[config.mk]
export PLATFORM = sky130hd
export DESIGN_NAME = bcl_pkt_framer
export DESIGN_NICKNAME = d
export VERILOG_FILES = /design/src/rtl/bcl_pkg.sv /design/src/rtl/bcl_seq.sv /design/src/rtl/bcl_body_src.sv /design/src/rtl/bcl_stuffer.sv /design/src/rtl/bcl_nrzi.sv /design/src/rtl/bcl_pkt_framer.sv
export SDC_FILE = /design/constraint.sdc
export NUM_CORES = 1
export LEC_CHECK = 0
export BUFFER_PORTS_ARGS = -buffer_cell sky130_fd_sc_hd__buf_2
export CAP_MARGIN = 20
export CORE_MARGIN = 4
export CORE_UTILIZATION = 60
export CTS_CLUSTER_DIAMETER = 30
export CTS_CLUSTER_SIZE = 24
export DETAILED_ROUTE_END_ITERATION = 10
export PLACE_DENSITY = 0.89
export SYNTH_ARGS = -nofsm -noshare
export SYNTH_HDL_FRONTEND = slang
export SYNTH_SLANG_ARGS = --single-unit
[constraint.sdc]
create_clock -name clk -period 2.29 [get_ports clk]
set_input_delay 0.229 -clock clk [delete_from_list [all_inputs] [get_ports clk]]
set_output_delay 0.229 -clock clk [all_outputs]
set_load 0.1 [all_outputs]
[src/rtl/bcl_pkg.sv]
// Shared types for the serial packet framer.
package bcl_pkg;
    typedef enum logic [2:0] {
        ST_HDR,
        ST_MARK,
        ST_BODY,
        ST_GAP,
        ST_CLR
    } seq_st_t;
endpackage

[src/rtl/bcl_seq.sv]
// Frame sequencer: walks header, marker, body, gap and a one-cycle clear.
// Assumes the stall input only rises while a packet bit is being sent.
// Captures the mode select on the edge that takes the last header bit.
module bcl_seq
    import bcl_pkg::*;
#(
    parameter int HDR_LEN  = 80,
    parameter int MARK_LEN = 4,
    parameter int BODY_LEN = 1000,
    parameter int GAP_LEN  = 200,
    parameter int CW       = 11
) (
    input  logic          clk,
    input  logic          rst_n,
    input  logic          stall,
    input  logic          test_mode,
    output seq_st_t       st,
    output logic [CW-1:0] cnt,
    output logic          active,
    output logic          adv,
    output logic          pkt_clr,
    output logic          mode_q
);
    localparam logic [CW-1:0] HDR_LAST  = CW'(HDR_LEN - 1);
    localparam logic [CW-1:0] MARK_LAST = CW'(MARK_LEN - 1);
    localparam logic [CW-1:0] BODY_LAST = CW'(BODY_LEN - 1);
    localparam logic [CW-1:0] GAP_LAST  = CW'(GAP_LEN - 1);

    // Decode which cycles carry packet bits and whether a data bit is taken.
    always_comb begin
        active  = (st == ST_HDR) || (st == ST_MARK) || (st == ST_BODY);
        adv     = active && !stall;
        pkt_clr = (st == ST_CLR);
    end

    // State, position counter and mode capture.
    always_ff @(posedge clk) begin
        if (!rst_n) begin
            st     <= ST_HDR;
            cnt    <= '0;
            mode_q <= 1'b0;
        end else begin
            case (st)
                ST_HDR: if (adv) begin
                    if (cnt == HDR_LAST) begin
                        st     <= ST_MARK;
                        cnt    <= '0;
                        mode_q <= test_mode;
                    end else begin
                        cnt <= cnt + 1'b1;
                    end
                end
                ST_MARK: if (adv) begin
                    if (cnt == MARK_LAST) begin
                        st  <= ST_BODY;
                        cnt <= '0;
                    end else begin
                        cnt <= cnt + 1'b1;
                    end
                end
                ST_BODY: if (adv) begin
                    if (cnt == BODY_LAST) begin
                        st  <= ST_GAP;
                        cnt <= '0;
                    end else begin
                        cnt <= cnt + 1'b1;
                    end
                end
                ST_GAP: begin
                    if (cnt == GAP_LAST) begin
                        st  <= ST_CLR;
                        cnt <= '0;
                    end else begin
                        cnt <= cnt + 1'b1;
                    end
                end
                default: begin
                    st  <= ST_HDR;
                    cnt <= '0;
                end
            endcase
        end
    end
endmodule

[src/rtl/bcl_body_src.sv]
// Body bit source: a 15-bit maximal-length LFSR or a square debug pattern.
// The LFSR reloads its seed on each packet clear and steps once per body data bit.
module bcl_body_src #(
    parameter logic [14:0] SEED = 15'h1ACE
) (
    input  logic clk,
    input  logic rst_n,
    input  logic reload,
    input  logic step,
    input  logic mode,
    input  logic pat_phase,
    output logic body_bit
);
    logic [14:0] lfsr;

    // Shift register for the pseudo-random sequence, taps 15 and 14.
    always_ff @(posedge clk) begin
        if (!rst_n || reload) begin
            lfsr <= SEED;
        end else if (step) begin
            lfsr <= {lfsr[13:0], lfsr[14] ^ lfsr[13]};
        end
    end

    // Pick the source: debug pattern is 1 for the first half of each 8-bit period.
    always_comb begin
        body_bit = mode ? ~pat_phase : lfsr[14];
    end
endmodule

[src/rtl/bcl_stuffer.sv]
// Run-length stuffer: after MAX_RUN equal bits it sends the complement.
// The caller stalls its source in that cycle. The run restarts on packet clear.
module bcl_stuffer #(
    parameter int MAX_RUN = 3,
    parameter int RW      = 2
) (
    input  logic clk,
    input  logic rst_n,
    input  logic clr,
    input  logic active,
    input  logic src_bit,
    output logic stuff_now,
    output logic out_bit
);
    localparam logic [RW-1:0] RUN_LIM = RW'(MAX_RUN);

    logic [RW-1:0] run;
    logic          last;

    // Insert a complement once the run limit is reached.
    always_comb begin
        stuff_now = active && (run == RUN_LIM);
        out_bit   = stuff_now ? ~last : src_bit;
    end

    // Track length and value of the current run of the stuffed stream.
    always_ff @(posedge clk) begin
        if (!rst_n || clr) begin
            run  <= '0;
            last <= 1'b0;
        end else if (active) begin
            if ((run != '0) && (out_bit == last)) begin
                run <= run + 1'b1;
            end else begin
                run <= RW'(1);
            end
            last <= out_bit;
        end
    end
endmodule

[src/rtl/bcl_nrzi.sv]
// NRZI line encoder: toggles on 1, holds on 0, starts at 0 after any clear.
module bcl_nrzi (
    input  logic clk,
    input  logic rst_n,
    input  logic clr,
    input  logic en,
    input  logic bit_in,
    output logic line,
    output logic act
);
    // Register the line level and the packet-active flag together.
    always_ff @(posedge clk) begin
        if (!rst_n || clr) begin
            line <= 1'b0;
            act  <= 1'b0;
        end else begin
            act <= en;
            if (en) begin
                line <= line ^ bit_in;
            end
        end
    end
endmodule

[src/rtl/bcl_pkt_framer.sv]
// Top of the serial packet framer. Selects the frame bit, stuffs it and NRZI-codes it.
// Assumes test_mode is synchronous to clk. Outputs are registered.
module bcl_pkt_framer
    import bcl_pkg::*;
#(
    parameter int          HDR_LEN   = 80,
    parameter int          MARK_LEN  = 4,
    parameter logic [3:0]  MARK_CODE = 4'b1101,
    parameter int          BODY_LEN  = 1000,
    parameter int          GAP_LEN   = 200,
    parameter int          MAX_RUN   = 3,
    parameter logic [14:0] SEED      = 15'h1ACE
) (
    input  logic clk,
    input  logic rst_n,
    input  logic test_mode,
    output logic line_out,
    output logic pkt_active
);
    localparam int CW = $clog2(HDR_LEN + MARK_LEN + BODY_LEN + GAP_LEN + 8);
    localparam int RW = $clog2(MAX_RUN + 1);

    seq_st_t       seq_st;
    logic [CW-1:0] seg_cnt;
    logic          seq_active;
    logic          seq_adv;
    logic          pkt_clr;
    logic          mode_q;
    logic          stuff_now;
    logic          body_bit;
    logic          frame_bit;
    logic          line_bit;
    logic          in_hdr;
    logic [3:0]    mark_sh;

    bcl_seq #(
        .HDR_LEN (HDR_LEN),
        .MARK_LEN(MARK_LEN),
        .BODY_LEN(BODY_LEN),
        .GAP_LEN (GAP_LEN),
        .CW      (CW)
    ) seq_i (
        .clk      (clk),
        .rst_n    (rst_n),
        .stall    (stuff_now),
        .test_mode(test_mode),
        .st       (seq_st),
        .cnt      (seg_cnt),
        .active   (seq_active),
        .adv      (seq_adv),
        .pkt_clr  (pkt_clr),
        .mode_q   (mode_q)
    );

    bcl_body_src #(
        .SEED(SEED)
    ) src_i (
        .clk      (clk),
        .rst_n    (rst_n),
        .reload   (pkt_clr),
        .step     (seq_adv && (seq_st == ST_BODY)),
        .mode     (mode_q),
        .pat_phase(seg_cnt[2]),
        .body_bit (body_bit)
    );

    // Select the unstuffed frame bit for the current segment position.
    always_comb begin
        in_hdr  = (seq_st == ST_HDR);
        mark_sh = MARK_CODE << seg_cnt;
        case (seq_st)
            ST_HDR:  frame_bit = ~seg_cnt[0];
            ST_MARK: frame_bit = mark_sh[3];
            ST_BODY: frame_bit = body_bit;
            default: frame_bit = 1'b0;
        endcase
    end

    bcl_stuffer #(
        .MAX_RUN(MAX_RUN),
        .RW     (RW)
    ) stuff_i (
        .clk      (clk),
        .rst_n    (rst_n),
        .clr      (pkt_clr),
        .active   (seq_active),
        .src_bit  (frame_bit),
        .stuff_now(stuff_now),
        .out_bit  (line_bit)
    );

    bcl_nrzi nrzi_i (
        .clk   (clk),
        .rst_n (rst_n),
        .clr   (pkt_clr),
        .en    (seq_active),
        .bit_in(line_bit),
        .line  (line_out),
        .act   (pkt_active)
    );
endmodule

Word-level counts from Yosys, hierarchy flattened
Cells that the tools add are included.
{"block": "totals", "ff_bits": 35, "latchBits": 0, "ramBits": 0, "rom_bits": 0, "inputBits": 3, "output_inout_bits": 2, "memories": 0}
{"block": "op_classes", "addsub": 2, "multipliers": 0, "div_mod_pow": 0, "magnitude_cmp": 0, "eq_ne": 17, "n_shift": 1, "muxes": 20, "n_bitwise": 5, "n_reduce_logical": 14}
{"operator": "$mux 11", "count": 7}
{"operator": "$pmux 11 s4", "count": 1}
{"operator": "$mux 3", "count": 7}
{"operator": "$pmux 3 s4", "count": 1}
{"operator": "$add 11x1->11 const B", "count": 1}
{"operator": "$eq 11x10->1 const B", "count": 1}
{"operator": "$eq 11x2->1 const B", "count": 1}
{"operator": "$eq 11x7->1 const B", "count": 1}
{"operator": "$eq 11x8->1 const B", "count": 1}
{"operator": "$shl 4x11->4 const A", "count": 1}
{"operator": "$ne 2x2->1 const B", "count": 4}
{"operator": "$reduce_and 7->1", "count": 1}
{"operator": "$eq 3x2->1 const B", "count": 2}
{"operator": "$ne 2x1->1 const B", "count": 3}
{"operator": "$reduce_and 3->1", "count": 2}
{"operator": "$logic_and 1x1->1", "count": 4}
{"operator": "$eq 3x1->1 const B", "count": 1}
{"operator": "$eq 3x3->1 const B", "count": 1}
{"operator": "$logic_not 3->1", "count": 1}
{"operator": "$logic_or 1x1->1", "count": 3}
{"operator": "$not 1->1", "count": 3}
{"operator": "$pmux 1 s3", "count": 1}
{"operator": "$add 2x1->2 const B", "count": 1}
{"operator": "$eq 2x2->1 const B", "count": 1}
{"operator": "other kinds (6)", "count": 9}

Logic depth before layout (Yosys ltp)
Gate-level depths: netlist of run 1.
{"block": "logic_depth", "ltp_word": 8, "depth_mapped": 9, "ltp_nobuf": 7}

Cells and area by module
Synthesis of run 1 repeated with hierarchy kept, for this count alone.
{"block": "hier_totals", "cells_unflattened": 204, "area_unflattened_um2": 1796.7}
{"module": "bcl_seq", "n_inst": 1, "cells_each": 108, "area_per_inst_um2": 887.1, "seq_area_each_um2": 300.3}
{"module": "bcl_body_src", "n_inst": 1, "cells_each": 53, "area_per_inst_um2": 574.3, "seq_area_each_um2": 300.3}
{"module": "bcl_stuffer", "n_inst": 1, "cells_each": 25, "area_per_inst_um2": 190.2, "seq_area_each_um2": 60.1}
{"module": "bcl_nrzi", "n_inst": 1, "cells_each": 8, "area_per_inst_um2": 80.1, "seq_area_each_um2": 40.0}
{"module": "bcl_pkt_framer", "n_inst": 1, "cells_each": 10, "area_per_inst_um2": 65.1, "seq_area_each_um2": 0.0}

Least setup slack after synthesis of run 1
Ideal clock, no wire load.
{"block": "synth_timing", "path_kind": "flip-flop to flip-flop", "from": "reg stuff_i.run[0]", "to": "reg seq_i.cnt[0]", "setup_time_ns": 0.115, "t_arrival_ns": 1.612, "required_ns": 2.175, "setup_slack_ns": 0.563, "path_stages_with_launch": 10, "path_buffers": 2, "cell_sequence": "dfxtp_1 > ha_1 > clkbuf_1 > nor3b_1 > nand4_1 > a22oi_1 > nand2_1 > nand3b_1 > buf_4 > nor2_1"}
{"block": "synth_via", "elab_chain_len": 6}
{"item": "start: declaration", "line_no": "bcl_stuffer.sv:17", "source": "logic [RW-1:0] run;"}
{"item": "start signal: assignment", "line_no": "bcl_stuffer.sv:33", "source": "run <= run + 1'b1;"}
{"item": "$eq 2x2->1 *", "line_no": "bcl_stuffer.sv:22", "source": "stuff_now = active && (run == RUN_LIM);"}
{"item": "$logic_and 1x1->1 *", "line_no": "bcl_stuffer.sv:22"}
{"item": "$logic_not 1->1 *", "line_no": "bcl_seq.sv:32", "source": "adv = active && !stall;"}
{"item": "$logic_and 1x1->1 *", "line_no": "bcl_seq.sv:32"}
{"item": "$ne 2x2->1 (no line)"}
{"item": "$reduce_and 3->1 (no line) *"}
{"item": "end signal: assignment", "line_no": "bcl_seq.sv:50", "source": "cnt <= cnt + 1'b1;"}
{"item": "end signal: assignment", "line_no": "bcl_seq.sv:58", "source": "cnt <= cnt + 1'b1;"}
{"item": "end signal: assignment", "line_no": "bcl_seq.sv:66", "source": "cnt <= cnt + 1'b1;"}
{"item": "end: declaration", "line_no": "bcl_seq.sv:18", "source": "output logic [CW-1:0] cnt,"}
Mark *: on every way between the ends. The rest lies on a longest branch, timed or not.
A chain may end at the register's enable or synchronous reset.

Worst setup path after layout of run 1
{"block": "layout_timing", "from": "reg seq_i.cnt[0]", "to": "reg seq_i.cnt[2]"}
{"block": "layout_via", "elab_chain_len": 4}
{"item": "$add 11x1->11, or another cell as far along"}
{"item": "$mux 11, on equally long branches", "line_no": "bcl_seq.sv:62, bcl_seq.sv:45, bcl_seq.sv:54"}
{"item": "$mux 11, on equally long branches", "line_no": "bcl_seq.sv:61, bcl_seq.sv:44, bcl_seq.sv:53"}
{"item": "$pmux 11 s4 *", "line_no": "bcl_seq.sv:43", "source": "case (st)"}
Mark *: on every way between the ends. The rest lies on a longest branch, timed or not. The select of a mux whose other input is x is not followed.

==> impl_metrics.py, run 1 <==
metrics = {
    "status": {
        "run_status": "complete, no violations",
    },
    "power": {
        "vdd_drop_max_mv": 0.885,
        "p_per_area_mw_per_mm2": 1000,
        "power_leakage_nw": 0.667,
        "post-layout-total-power_mw": 1.73,
    },
    "floorplan": {
        "die_height_um": 60.3,
        "start_util": 0.644,
        "top_level_ports": 5,
        "core_region_mm2": 0.00254,
        "num_rows": 18,
        "dieArea_mm2": 0.00363,
        "chipWidth_um": 60.3,
    },
    "grt": {
        "grt.total_usage": 0.223,
        "overflow": 0,
        "grt_first_pass_wirelength_mm": 5.93,
        "first_global_vias": 1324,
        "grt_start_max_net_pins": 17,
        "antenna_found_initial": 0,
    },
    "placed_design": {
        "port_buffers": 4,
        "hpwlAfterDp_mm": 2.40,
        "routabilityCongestion": 0.913,
    },
    "routing": {
        "routed_via_density": 5.88,
        "dr_total_vias": 1400,
        "drc": 0,
        "ant_nets": 0,
        "initial_drc_count": 48,
        "detailedRoute.firstPassIterationCount": 6,
        "wl_per_cell_um": 14.0,
        "drt_wl_total_mm": 3.34,
    },
    "critical_path": {
        "setup.worst_path.class": "register to register",
        "reg2reg_from": "seq_i.cnt[0]",
        "regToRegSetupSlack_ns": 0.20,
        "number_of_buffers_and_inverters_on_the_critical_path": 0,
        "critical_path.endpoint_type": "register",
        "r2r_cells": 7,
        "slowest_stage_cell_cp": "dfxtp_1",
        "critPathMaxFanout": 11,
        "crit_path_max_cell_delay_ns": 0.45,
        "worstPathCellList": "ha_1, nor3b_2, nand4_1, a22oi_1, nand2_1, nand3b_1, nor2_1",
        "critical_path.top_delay_family": "simple AND/OR/NAND/NOR gates",
        "worstPathRequired_ns": 2.51,
        "worstPathArrival_ns": 2.32,
        "start_kind": "register",
        "rr_endpoint": "seq_i.cnt[2]",
    },
    "layout": {
        "layout-drive-gt1-share": 0.101,
        "antenna_cells": 0,
        "fillers": 207,
        "postLayoutCoreUtil": 0.680,
        "synthToLayoutAreaGrowth_pct": 5.57,
        "num-nets-final": 213,
    },
    "synthesis": {
        "synthTopCellsByCount": "nand2_1, dfxtp_1, nor2_1, nand3_1, a21oi_1",
        "synth_sequential_area_ratio": 0.427,
        "synth_top_area_share": 0.427,
        "synth_enable_flop_cells": 0,
        "unique_cell_type_count_in_the_yosys_netlist": 40,
        "synth-seq-cells": 35,
        "syn_area_mm2": 0.00164,
        "synth_most_common_cell": "nand2_1",
        "postSynthAreaPerCell_um2": 8.11,
        "synth_async_sr_flop_share": 0,
        "post-synth-top-area-cell": "dfxtp_1",
        "yosys_most_used_dff": "dfxtp_1",
        "synth_cells": 202,
        "postSynthNetCount": 208,
        "synth.top_cells.by_area": "dfxtp_1, nand2_1, nor2_1",
        "yosys_warnings": 0,
    },
    "clock_tree": {
        "cts-root-to-sink-buffers": 2,
        "cts_repair_resize_count": 0,
        "cts-hold-fix-buffers": 0,
        "cts_root_buf": "clkbuf_4",
        "htree_num_levels": 2,
        "post-cts-setup-buffer-count": 0,
        "worst_setup_hold_path_clk_slew_ns": 0.11,
        "clock_latency_ns": 0.35,
        "cts_tree": "yes",
        "clock-sinks": 35,
        "cts_made_buffers": 5,
    },
    "worst_hold_path": {
        "holdCritPathClass": "input port to register",
        "min_from": "test_mode",
        "worst_hold_path.endpoint": "seq_i.mode_q",
        "hold_depth": 3,
    },
    "sta": {
        "finalHoldViolations": 0,
        "setup_total_negative_slack_ns": 0,
        "rsz0062_at_grt": "false",
        "min_period_ns": 2.09,
        "fmax_mhz": 478,
        "setup_viol": 0,
        "final.setup_skew_ns": 0.0113,
        "tightestPinTransition_ns": 0.483,
        "part_of_the_cycle_the_worst_path_needs": 0.914,
        "final_slew_violations": 0,
        "relSlewSlack": 0.678,
    },
    "run": {
        "cap_viol_max_count": 0,
    },
}
## layout make-up
class / instances / area [µm²] / area share
inverter: 4 / 15.0 / 0.00868
clock inverter: 3 / 20.0 / 0.0116
sequential: 35 / 701 / 0.405
timing repair buffer: 8 / 50.0 / 0.0289
clock buffer: 5 / 37.5 / 0.0217
tap: 30 / 37.5 / 0.0217
multi-input combinational: 153 / 870 / 0.503
## worst max-delay path by stage
stage | start | to | slack [ns] | depth (start not counted)
after CTS | seq_i.cnt[0] | seq_i.cnt[2] | 0.23 | 7
after detailed placement | seq_i.cnt[0] | seq_i.cnt[2] | 0.25 | 7
after global placement | seq_i.cnt[0] | seq_i.cnt[10] | 0.41 | 7
final | seq_i.cnt[0] | seq_i.cnt[2] | 0.20 | 7
after global routing | seq_i.cnt[0] | seq_i.cnt[2] | 0.01 | 7
after floorplan | stuff_i.run[0] | seq_i.cnt[0] | 0.56 | 9
## metal layers
layer / up-vias / part of all wire / global-route usage
met3: 9 / 0.057 / 0.0821
met4: 0 / 0.026 / 0.111
met5: - / 0 / 0
met2: 43 / 0.49 / 0.358
met1: 650 / 0.43 / 0.260
li1: 698 / - / -
## stage by stage
| stage | hold slack, ns | std cells | cell area, µm² | setup WS [ns] |
|---|---|---|---|---|
| floorplan | 0.373 | 202 | 1640 | 0.563 |
| global placement | 0.440 | 230 | 1670 | 0.409 |
| detailed placement | 0.450 | 230 | 1670 | 0.247 |
| CTS | 0.101 | 238 | 1730 | 0.231 |
| global route | 0.121 | 238 | 1730 | 0.0127 |
| finish | 0.109 | 238 | 1730 | 0.196 |
## flip-flops by register name (all words and copies together) (netlist names)
| name | count |
|---|---|
| stuff_i.run | 2 |
| nrzi_i.act | 1 |
| seq_i.st | 3 |
| seq_i.cnt | 11 |
| seq_i.mode_q | 1 |
| nrzi_i.line | 1 |
| src_i.lfsr | 15 |
| stuff_i.last | 1 |
## placed cells by master (no fill, tap or decap), types with 5 or more instances in the layout
| cell type | count |
|---|---|
| xnor2_1 | 6 |
| clkbuf_4 | 5 |
| nand3_1 | 15 |
| dfxtp_1 | 35 |
| nor2_1 | 24 |
| nand2_1 | 41 |
| nand2b_1 | 5 |
| a21oi_1 | 13 |
| xor2_1 | 7 |
| nand4_1 | 5 |
## power breakdown
part	total (mW)	internal [mW]	switching, mW
sequential	0.829	0.721	0.109
combinational	0.564	0.218	0.346
clock	0.337	0.117	0.220
## tightest hold or removal path: cells and delay by family
kind | cells | cell delay, ns
buf+inv | 1 | 0.08
mux | 1 | 0.05
simple gates | 1 | 0.07
## kinds of logic after synthesis
kind of cell    Yosys count  synth area share
compound gates           25            0.0901
xor+xnor                 13            0.0695
fa+ha+maj                 3            0.0229
simple gates            109             0.329
buf+inv                  14            0.0420
flops                    35             0.427
mux                       3            0.0191
No activity file was read; power rests on OpenSTA's default activity.
==> run 2: changes to the inputs <==
- CORE_UTILIZATION: 60 -> 55
- PLACE_DENSITY: 0.89 -> 0.84
- REMOVE_ABC_BUFFERS: unset -> 1
==> run 2 against run 1 <==
Maximum frequency rose by 7.1%. Register-to-register slack improved by 0.14 ns. Critical endpoint is now seq_i.cnt[9]. Highest routed layer unchanged. Critical path depth rose by 1. Largest power group unchanged. Combinational power rose by 1%. Clock-buffer cell count rose by 3. Cell area rose by 1.9%. Clock power rose by 12%.
==> impl_metrics.py, run 2 (synthesized netlist as in run 1, its figures left out) <==
metrics = {
    "status": {
        "run_status": "complete, no violations",
    },
    "sta": {
        "tightestPinTransition_ns": 0.485,
        "final.setup_skew_ns": 0.00523,
        "fmax_mhz": 511,
        "relSlewSlack": 0.679,
        "part_of_the_cycle_the_worst_path_needs": 0.854,
        "setup_total_negative_slack_ns": 0,
        "holdWs_ns": 0.140,
        "rsz0062_at_grt": "false",
        "finalWorstSetupSlack_ns": 0.334,
        "min_period_ns": 1.96,
        "finalHoldViolations": 0,
        "setup_viol": 0,
        "final_slew_violations": 0,
    },
    "critical_path": {
        "slowest_stage_cell_cp": "dfxtp_1",
        "worstPathArrival_ns": 2.19,
        "number_of_buffers_and_inverters_on_the_critical_path": 1,
        "start_kind": "register",
        "critical_path.endpoint_type": "register",
        "worst-path-stages": 8,
        "critPathLaunch": "seq_i.cnt[0]",
        "crit_path_max_cell_delay_ns": 0.44,
        "reg2reg_from": "seq_i.cnt[0]",
        "critical_path.top_delay_family": "simple AND/OR/NAND/NOR gates",
        "critPathMaxFanout": 11,
        "setup.worst_path.end": "seq_i.cnt[9]",
        "rr_endpoint": "seq_i.cnt[9]",
        "worstPathRequired_ns": 2.52,
        "r2r_cells": 8,
        "worstPathCellList": "ha_1, nor3b_2, nand3_1, o21ai_1, nand2_1, nand3b_1, buf_12, nor2_1",
        "regToRegSetupSlack_ns": 0.33,
        "setup.worst_path.class": "register to register",
    },
    "clock_tree": {
        "worst_setup_hold_path_clk_slew_ns": 0.10,
        "cts_root_buf": "clkbuf_4",
        "cts-root-to-sink-buffers": 2,
        "htree_num_levels": 2,
        "clock_latency_ns": 0.33,
        "cts_repair_resize_count": 0,
        "cts-hold-fix-buffers": 0,
        "cts_made_buffers": 5,
        "clock-sinks": 35,
        "cts_tree": "yes",
        "post-cts-setup-buffer-count": 0,
    },
    "floorplan": {
        "dieArea_mm2": 0.00392,
        "chipWidth_um": 62.6,
        "num_rows": 19,
        "core_region_mm2": 0.00281,
        "top_level_ports": 5,
        "start_util": 0.584,
        "die_height_um": 62.6,
    },
    "routing": {
        "dr_total_vias": 1351,
        "drc": 0,
        "ant_nets": 0,
        "routed_via_density": 5.63,
        "wl_per_cell_um": 13.1,
        "initial_drc_count": 60,
        "drt_wl_total_mm": 3.15,
        "detailedRoute.firstPassIterationCount": 5,
    },
    "power": {
        "vdd_drop_max_mv": 0.553,
        "post-layout-total-power_mw": 1.77,
        "p_per_area_mw_per_mm2": 1010,
        "power_leakage_nw": 0.687,
    },
    "layout": {
        "flip_flop_count_of_the_largest_register_all_copies_and_words_added": 15,
        "layout_common_cells": "nand2_1, dfxtp_1, nor2_1",
        "antenna_cells": 0,
        "non_filler_instance_count_after_layout": 240,
        "layout-drive-gt1-share": 0.100,
        "final_common_cell": "nand2_1",
        "largest_register": "src_i.lfsr",
        "synthToLayoutAreaGrowth_pct": 7.56,
        "num-nets-final": 214,
        "biggestRegsByFlops": "src_i.lfsr: 15 flops, seq_i.cnt: 11 flops, seq_i.st: 3 flops",
    },
    "placed_design": {
        "port_buffers": 4,
        "placement.setup.worst_slack_ns": 0.256,
        "routabilityCongestion": 0.797,
        "hpwlAfterDp_mm": 2.10,
        "numPlacedInstances": 231,
    },
    "worst_hold_path": {
        "holdCritPathClass": "input port to register",
    },
    "grt": {
        "first_global_vias": 1221,
        "grt_start_max_net_pins": 17,
        "overflow": 0,
        "antenna_found_initial": 0,
        "grt_first_pass_wirelength_mm": 5.40,
        "grt.total_usage": 0.171,
    },
    "run": {
        "cap_viol_max_count": 0,
    },
}
## run 2: report_power, final
part | leakage [nW] | switching (mW) | total [mW] | internal, mW
sequential | 0.285 | 0.104 | 0.825 | 0.720
combinational | 0.364 | 0.338 | 0.572 | 0.234
clock | 0.0386 | 0.196 | 0.377 | 0.181
## run 2: worst register-to-register path: stages, from the launching register on
cell	delay [ns]
dfxtp_1	0.44
ha_1	0.27
nor3b_2	0.27
nand3_1	0.16
o21ai_1	0.23
nand2_1	0.14
nand3b_1	0.17
buf_12	0.14
nor2_1	0.05
## run 2: per-layer routing
layer,GRT usage,vias to the layer above,part of all wire
met5,0,-,0
met4,0.0661,0,0.017
met3,0.0342,6,0.030
met2,0.264,19,0.46
met1,0.234,625,0.50
li1,-,701,-
## run 2: worst min-delay path by stage
stage / from / endpoint / slack, ns / depth (start not counted)
after detailed placement: src_i.lfsr[3] / src_i.lfsr[4] / 0.45 / 2
after global routing: test_mode / seq_i.mode_q / 0.18 / 3
after global placement: src_i.lfsr[3] / src_i.lfsr[4] / 0.44 / 2
final: test_mode / seq_i.mode_q / 0.14 / 3
after CTS: test_mode / seq_i.mode_q / 0.14 / 3
after floorplan: test_mode / seq_i.mode_q / 0.37 / 2
## run 2: cell type report
class                   instances  area, µm²
multi-input cells             153        870
clock buffers                   8       68.8
inverters                       4       15.0
repair buffers                  9       70.1
well taps                      31       38.8
flip-flops and latches         35        701
fillers                       236       1040
## run 2: per-stage QoR
| step | instance area [µm²] | util |
|---|---|---|
| after global routing | 1760 | 0.628 |
| after detailed placement | 1670 | 0.597 |
| after CTS | 1740 | 0.621 |
| after floorplan | 1590 | - |
| after global placement | 1670 | 0.597 |
| final | 1760 | 0.628 |
==> run 3: changes to the inputs <==
- BUFFER_PORTS_ARGS: -buffer_cell sky130_fd_sc_hd__buf_2 -> unset
- DONT_BUFFER_PORTS: unset -> 1
- PLACE_DENSITY: 0.84 -> 0.82
- SETUP_SLACK_MARGIN: unset -> 0.4
- clock period: 2.29 -> 2.5 ns (I/O delays scaled with it)
==> run 3 against run 2 <==
Wire length decreased by 0.19%. Via count increased by 2.7%. Global-route usage increased by 0.38 points. Clock power decreased by 23%. Register-to-register slack improved by 0.27 ns. Combinational power decreased by 10%. First-iteration DRC count increased by 93%. Critical path type unchanged. Largest power group unchanged.
==> impl_metrics.py, run 3 (synthesized netlist as in run 1, its figures left out) <==
metrics = {
    "sta": {
        "setup_total_negative_slack_ns": 0,
        "rsz0062_at_grt": "false",
        "min_period_ns": 1.89,
        "setup_viol": 0,
        "final.setup_skew_ns": 0.00805,
        "tightestPinTransition_ns": 0.942,
        "fmax_mhz": 529,
        "final_slew_violations": 0,
        "relSlewSlack": 0.371,
        "finalHoldViolations": 0,
        "part_of_the_cycle_the_worst_path_needs": 0.757,
    },
    "power": {
        "vdd_drop_max_mv": 0.585,
        "power_leakage_nw": 0.657,
        "post-layout-total-power_mw": 1.56,
        "p_per_area_mw_per_mm2": 911,
    },
    "clock_tree": {
        "cts-root-to-sink-buffers": 2,
        "cts_tree": "yes",
        "cts_root_buf": "clkbuf_4",
        "clock-sinks": 35,
        "cts_made_buffers": 5,
        "htree_num_levels": 2,
        "clock_latency_ns": 0.34,
        "worst_setup_hold_path_clk_slew_ns": 0.10,
        "cts_repair_resize_count": 0,
    },
    "layout": {
        "final_common_cell": "nand2_1",
        "layout_common_cells": "nand2_1, dfxtp_1, nor2_1",
        "num-nets-final": 209,
        "design_area_mm2": 0.00172,
        "layout-drive-gt1-share": 0.0735,
        "synthToLayoutAreaGrowth_pct": 4.73,
        "largest_register": "src_i.lfsr",
        "biggestRegsByFlops": "src_i.lfsr: 15 flops, seq_i.cnt: 11 flops, seq_i.st: 3 flops",
        "flip_flop_count_of_the_largest_register_all_copies_and_words_added": 15,
        "fillers": 248,
        "antenna_cells": 0,
    },
    "critical_path": {
        "slowest_stage_cell_cp": "ha_1",
        "setup.worst_path.class": "register to register",
        "rr_endpoint": "seq_i.cnt[10]",
        "critical_path.endpoint_type": "register",
        "reg2reg_from": "stuff_i.run[0]",
        "start_kind": "register",
        "worstPathCellList": "ha_1, nor3b_1, nand4_1, a22oi_1, nand2_1, nand3b_1, buf_12, nor2_1",
        "crit_path_max_cell_delay_ns": 0.36,
        "critPathMaxFanout": 12,
        "regToRegSetupSlack_ns": 0.61,
        "r2r_cells": 8,
        "critPathLaunch": "stuff_i.run[0]",
        "worstPathRequired_ns": 2.73,
        "worstPathArrival_ns": 2.12,
        "setup.worst_path.end": "seq_i.cnt[10]",
    },
    "grt": {
        "overflow": 0,
        "first_global_vias": 1293,
        "grt_start_max_net_pins": 17,
        "grt_first_pass_wirelength_mm": 5.53,
        "grt.total_usage": 0.174,
        "antenna_found_initial": 0,
    },
    "routing": {
        "initial_drc_count": 116,
        "detailedRoute.firstPassIterationCount": 5,
        "routed_via_density": 5.90,
        "drt_wl_total_mm": 3.14,
        "wl_per_cell_um": 13.4,
        "drc": 0,
        "ant_nets": 0,
        "dr_total_vias": 1387,
    },
    "status": {
        "run_status": "complete, no violations",
    },
    "placed_design": {
        "port_buffers": 0,
        "hpwlAfterDp_mm": 2.26,
        "routabilityCongestion": 0.931,
        "placed_area_mm2": 0.00165,
    },
    "floorplan": {
        "core_region_mm2": 0.00281,
        "num_rows": 19,
        "start_util": 0.584,
        "die_height_um": 62.6,
        "dieArea_mm2": 0.00392,
        "chipWidth_um": 62.6,
        "top_level_ports": 5,
    },
    "worst_hold_path": {
        "holdCritPathClass": "input port to register",
    },
    "run": {
        "cap_viol_max_count": 0,
    },
}
run 3: cell types whose count changed in the layout (fill, tap and decap cells not counted), sizes merged:
cell / before / now
buf: 9 / 4
clkbuf: 8 / 7
clkinv: 0 / 1
run 3: stage by stage:
| step | setup WS [ns] | util | cells | hold slack [ns] |
|---|---|---|---|---|
| 3_3_place_gp | 0.616 | 0.587 | 226 | 0.406 |
| 2_1_floorplan | 0.784 | - | 192 | 0.394 |
| 5_1_grt | 0.405 | 0.612 | 235 | 0.0746 |
| 4_1_cts | 0.480 | 0.605 | 234 | 0.0465 |
| 6_report | 0.609 | 0.612 | 235 | 0.0563 |
| 3_5_place_dp | 0.503 | 0.587 | 226 | 0.412 |
run 3: worst min path at each step:
stage | start | end | slack (ns) | cells past startpoint
final | test_mode | seq_i.mode_q | 0.06 | 2
after global routing | test_mode | seq_i.mode_q | 0.07 | 2
after global placement | test_mode | seq_i.mode_q | 0.41 | 2
after detailed placement | test_mode | seq_i.mode_q | 0.41 | 2
after CTS | test_mode | seq_i.mode_q | 0.05 | 2
after floorplan | test_mode | seq_i.mode_q | 0.39 | 2
run 3: routing by layer:
metal  track usage  part of all wire  vias to the layer above
li1              -                 -                      693
met2         0.293              0.49                       36
met5             0                 0                        -
met4        0.0579            0.0080                        0
met1         0.211              0.45                      654
met3        0.0540             0.053                        4
run 3: what timing repair did:
item,4_1_cts,5_1_grt
setup endpoints to repair,0,11
hold buffers,0,0
buffers inserted,0,1
run 3: power by group:
part | switching (mW) | internal, mW | leakage [nW]
Sequential | 0.0992 | 0.660 | 0.285
Combinational | 0.303 | 0.212 | 0.343
Clock | 0.181 | 0.110 | 0.0293
Total | 0.582 | 0.981 | 0.657
run 3: area by class of cell:
cell class	instances	area, µm²	area share
Timing Repair Buffer	4	42.5	0.0248
Multi-Input combinational cell	153	870	0.507
Tap cell	31	38.8	0.0226
Clock buffer	7	45.0	0.0262
Sequential cell	35	701	0.408
Inverter	4	15.0	0.00875
Clock inverter	1	5.00	0.00292
run 3: worst max-delay path, delay by kind of cell (launching register included):
kind                       cells  cell delay (ns)
buffers and inverters          1             0.14
DFF                            1             0.35
and+or+nand+nor                5             0.72
adders and majority gates      1             0.36
AOI/OAI and AO/OA              1             0.23
